`config.mk`:
```
export PLATFORM = sky130hd
export DESIGN_NAME = trace_readout_ctrl
export DESIGN_NICKNAME = d
export VERILOG_FILES = /design/src/rtl/tbr_pkg.sv /design/src/rtl/tbr_access_decode.sv /design/src/rtl/tbr_lock_ctrl.sv /design/src/rtl/tbr_read_ptr.sv /design/src/rtl/trace_readout_ctrl.sv
export SDC_FILE = /design/constraint.sdc
export NUM_CORES = 1
export LEC_CHECK = 0
export BUFFER_PORTS_ARGS = -buffer_cell sky130_fd_sc_hd__clkbuf_2
export CAP_MARGIN = 10
export CORE_ASPECT_RATIO = 0.8
export CORE_MARGIN = 5
export CORE_UTILIZATION = 40
export DETAILED_ROUTE_END_ITERATION = 8
export GPL_TIMING_DRIVEN = 0
export PLACE_DENSITY = 0.77
export SLEW_MARGIN = 5
export SYNTH_ARGS = -nofsm -noshare
export SYNTH_HDL_FRONTEND = slang
export SYNTH_SLANG_ARGS = --single-unit
```
`constraint.sdc`:
```
create_clock -name clk -period 3.3 [get_ports clk]
set_clock_uncertainty 0.2 [all_clocks]
set_input_delay 0.33 -clock clk [delete_from_list [all_inputs] [get_ports clk]]
set_output_delay 0.33 -clock clk [all_outputs]
set_load 0.02 [all_outputs]
```
`src/rtl/tbr_pkg.sv`:
```
package tbr_pkg;
  typedef enum logic [1:0] {
    ACC_NONE = 2'd0,
    ACC_WORD = 2'd1,
    ACC_BAD  = 2'd2
  } acc_e;
endpackage

```
`src/rtl/tbr_access_decode.sv`:
```
module tbr_access_decode #(
  parameter int AW = 8,
  parameter logic [AW-1:0] TB_ADDR = 8'h2E
) (
  input  logic [AW-1:0] addr,
  input  logic [1:0]    be,
  input  logic          strobe,
  output tbr_pkg::acc_e acc
);
  import tbr_pkg::*;
  logic hit, whole;
  assign hit   = (addr[AW-1:1] == TB_ADDR[AW-1:1]);
  assign whole = (be == 2'b11) && !addr[0];
  always_comb begin
    if (!(strobe && hit)) acc = ACC_NONE;
    else if (whole)       acc = ACC_WORD;
    else                  acc = ACC_BAD;
  end
endmodule

```
`src/rtl/tbr_lock_ctrl.sv`:
```
module tbr_lock_ctrl (
  input  logic clk,
  input  logic rst_n,
  input  logic arm,
  input  logic unlock_req,
  output logic locked
);
  always_ff @(posedge clk or negedge rst_n) begin
    if (!rst_n)          locked <= 1'b0;
    else if (arm)        locked <= 1'b1;
    else if (unlock_req) locked <= 1'b0;
  end
endmodule

```
`src/rtl/tbr_read_ptr.sv`:
```
module tbr_read_ptr #(
  parameter int DEPTH = 16,
  localparam int PTR_W = $clog2(DEPTH)
) (
  input  logic             clk,
  input  logic             rst_n,
  input  logic             arm,
  input  logic             rollover,
  input  logic [PTR_W-1:0] wr_ptr,
  input  logic             advance,
  output logic [PTR_W-1:0] rd_ptr,
  output logic             live
);
  localparam logic [PTR_W-1:0] LAST = PTR_W'(DEPTH - 1);
  logic [PTR_W-1:0] ptr_q, start, next;

  assign start  = rollover ? wr_ptr : '0;
  assign rd_ptr = live ? ptr_q : start;
  assign next   = (rd_ptr == LAST) ? '0 : rd_ptr + 1'b1;

  always_ff @(posedge clk or negedge rst_n) begin
    if (!rst_n) begin
      ptr_q <= '0;
      live  <= 1'b0;
    end else if (arm) begin
      live  <= 1'b0;
    end else if (advance) begin
      ptr_q <= next;
      live  <= 1'b1;
    end
  end
endmodule

```
`src/rtl/trace_readout_ctrl.sv`:
```
module trace_readout_ctrl #(
  parameter int DEPTH = 16,
  parameter int AW = 8,
  parameter int DW = 16,
  parameter logic [AW-1:0] TB_ADDR = 8'h2E
) (
  input  logic                       clk,
  input  logic                       rst_n,
  input  logic [AW-1:0]              bus_addr,
  input  logic [1:0]                 bus_be,
  input  logic                       bus_rd,
  input  logic                       bus_wr,
  input  logic                       arm,
  input  logic                       tsrc_en,
  input  logic                       secure,
  input  logic                       rollover,
  input  logic [$clog2(DEPTH)-1:0]   wr_ptr,
  input  logic [DW-1:0]              line_data,
  output logic [DW-1:0]              rd_data,
  output logic [$clog2(DEPTH+1)-1:0] line_cnt,
  output logic [$clog2(DEPTH)-1:0]   rd_ptr
);
  import tbr_pkg::*;
  localparam int CNT_W = $clog2(DEPTH + 1);

  acc_e rd_acc, wr_acc;
  logic locked, live, grant, unlock_req;

  tbr_access_decode #(.AW(AW), .TB_ADDR(TB_ADDR)) u_rd_dec (
    .addr(bus_addr), .be(bus_be), .strobe(bus_rd), .acc(rd_acc));
  tbr_access_decode #(.AW(AW), .TB_ADDR(TB_ADDR)) u_wr_dec (
    .addr(bus_addr), .be(bus_be), .strobe(bus_wr), .acc(wr_acc));

  assign unlock_req = (wr_acc == ACC_WORD) && !arm;

  tbr_lock_ctrl u_lock (
    .clk(clk), .rst_n(rst_n), .arm(arm), .unlock_req(unlock_req), .locked(locked));

  assign grant = (rd_acc == ACC_WORD) && !arm && tsrc_en && !secure && !locked;

  tbr_read_ptr #(.DEPTH(DEPTH)) u_ptr (
    .clk(clk), .rst_n(rst_n), .arm(arm), .rollover(rollover), .wr_ptr(wr_ptr),
    .advance(grant), .rd_ptr(rd_ptr), .live(live));

  assign line_cnt = rollover ? CNT_W'(DEPTH) : CNT_W'(wr_ptr);

  always_ff @(posedge clk or negedge rst_n) begin
    if (!rst_n)                 rd_data <= '0;
    else if (rd_acc != ACC_NONE) rd_data <= grant ? line_data : '0;
  end
endmodule

```
==> results_dict.tcl <==
set metrics [dict create \
    crit_buf_inv 2 \
    vias 940 \
    p_sw_w 0.000101 \
    power_w 0.000441 \
    firstDrtPassIters 4 \
    fmax_mhz 533 \
    max_slew_margin 0.651 \
    syn-instance-count 89 \
    path_delay_family "flip-flops" \
    yosys-top-cells-area "dfrtp_1 52%, a22o_1 13%, nand2_1 3.9%" \
    grt_pass1_vias 938 \
    numCtsBuffers 3 \
    totalWireLength_mm 2.50 \
    antenna_cells 0 \
    antenna_found_initial 0 \
    synth_cell_types 31 \
    worst_path_max_delay_cell "dfrtp_1" \
    insertion_delay_ps 290 \
    ys.flop_type "dfrtp_1" \
    worstPathArrival_ps 1350 \
    end_kind "output port" \
    vias_per_cell 4.95 \
    slew_viol_final 0 \
    place_congestion 0.810 \
    synth-seq-area-share 0.521 \
    status "finished clean" \
    path_class "reg -> out" \
    clk_pin_slew_ps 110 \
    cts_root_buf "clkbuf_4" \
    dieWidth_um 67.5 \
    async_reset_ff_frac 1.00 \
    synth_area_um2 1060 \
    cp.required_ps 2770 \
    use_met1 0.182 \
    num_rows 16 \
    busiest_layer "met2" \
    die_height_um 56.0 \
    seqPwrFrac 0.611 \
    port_buffers 61 \
    maxCapViolations 0 \
    p_int_w 0.000340 \
    area_growth_pct 36.2 \
    swShare 0.228 \
    peakVddDrop_mv 0.238 \
    syn-num-nets 128 \
    finalCritPeriodShare 0.569 \
    clock_sinks 22 \
    power_frac_comb 0.133 \
    grt_pass1_wl_mm 4.14 \
    tns_ps 0 \
    synth_top_area_frac 0.521 \
    io_pins 63 \
    fin_nets 195 \
    worst_slew_pin_slew_ps 523 \
    ys_warn_count 0 \
    synth_top_cell_by_area "dfrtp_1" \
    cp-start-kind "register" \
    met2_usage 0.222 \
    synth.avg_cell_area_um2 11.9 \
    grt_use_met3 0.0485 \
    hpwl_mm 2.06 \
    p_clk_frac 0.257 \
    globalRouteOverflowTotal 0 \
    p_leak_nw 0.802 \
    holdCritPathClass "in -> reg" \
    tritoncts "built" \
    wl_per_cell_um 13.1 \
    setup_viol 0 \
    drt_iter0_drc 27 \
    cp_cell_sequence "buf_2 > o21ai_1 > clkbuf_2" \
    cts_buffer_depth 2 \
    htreeDepth 1 \
    drc 0 \
    rsz0062_at_grt "no" \
    ant_nets 0 \
    min_period_ps 1880 \
    grt_util_all_layers 0.140 \
    max_stage_delay_ps 410 \
    grt_max_degree 23 \
    ys_ff_latch 22 \
    worst-path-max-fanout 10 \
    powerDensity_nw_per_um2 306 \
    initial_core_util 0.426 \
    drive_above_1_share 0.506 \
    mostFrequentLayoutCell "clkbuf_2" \
    hold_viol 0 \
    coreArea_um2 2480 \
    dieArea_um2 3780 \
    synth_edf_count 0 \
    final_cell_mix "61 x clkbuf_2, 22 x dfrtp_1, 16 x a22o_1" \
]
## cell families after synthesis
| group | count (synthesis) | synth area share |
|---|---|---|
| AOI/OAI and AO/OA | 27 | 0.199 |
| xor gates and xnor gates | 1 | 0.00829 |
| adders and majority gates | 1 | 0.0118 |
| buffers and inverters | 7 | 0.0485 |
| DFF | 22 | 0.521 |
| muxes | 3 | 0.0391 |
| and+or+nand+nor | 28 | 0.173 |
## layer usage
layer / wire length, um / up-vias / share of wire
li1: - / 465 / -
met1: 1160 / 434 / 0.47
met2: 1140 / 37 / 0.46
met3: 160 / 4 / 0.064
met4: 34 / 0 / 0.014
met5: 0 / - / 0
## synthesized netlist by cell type (2+ instances only)
master    n
buf_2     2
dfrtp_1  22
buf_6     2
a21o_1    2
buf_4     2
nand2_1  11
nor2b_1   4
o21ai_1   3
mux2_4    2
a31oi_1   3
a22o_1   16
## cell type report
class                           instances  area [um2]
Multi-Input combinational cell         60         455
Clock buffer                            3        22.5
Inverter                                1        3.75
Buffer                                  6        47.5
Timing Repair Buffer                   62         315
Sequential cell                        22         551
Tap cell                               36        45.0
Fill cell                             240        1040
## state kept, by name, indices dropped and copies added (netlist names)
register       cells
rd_data           16
u_lock.locked      1
u_ptr.live         1
u_ptr.ptr_q        4
## metrics by stage
stage	std cells	utilization	setup WS, ps	hold slack (ps)	instance area [um2]
finish	190	0.580	1420	52.5	1440
global route	190	0.580	1290	30.0	1440
CTS	190	0.580	1410	37.1	1440
detailed placement	186	0.567	1450	136	1410
global placement	186	0.567	1490	122	1410
floorplan	89	-	1400	-166	1060
## power by group through the flow
| stage | combinational (W) | sequential (W) | clock, W |
|---|---|---|---|
| 3_3_place_gp | 0.0000573 | 0.000275 | 0 |
| 3_5_place_dp | 0.0000584 | 0.000275 | 0 |
| 5_1_grt | 0.0000651 | 0.000270 | 0.000129 |
| 4_1_cts | 0.0000595 | 0.000270 | 0.000121 |
| 2_1_floorplan | 0.0000234 | 0.000275 | 0 |
| 6_report | 0.0000584 | 0.000269 | 0.000113 |
## worst register-to-register path: cells and delay by family (launching register included)
family	cells	cell delay, ps
buf+inv	1	180
flops	1	410
compound gates	3	550
fa+ha+maj	1	260
simple gates	2	160
## worst paths after layout
check                        startpoint        endpoint  slack (ps)  cells after the start
min reg2reg                  rd_data[5]      rd_data[5]         310                      1
max                          u_ptr.live       rd_ptr[3]        1420                      3
max reg2reg                  u_ptr.live  u_ptr.ptr_q[3]        1480                      7
min in group asynchronous         rst_n     rd_data[12]         340                      2
min                        line_data[1]      rd_data[1]          50                      2
max in group asynchronous         rst_n      rd_data[2]        2210                      2
## repair_timing
item / CTS / global route
gates resized for setup: 0 / 0
endpoints found under the hold margin: 22 / 0
hold buffers: 1 / 0
setup buffers: 0 / 0
Note: power is estimated with default switching activity, not from simulation.
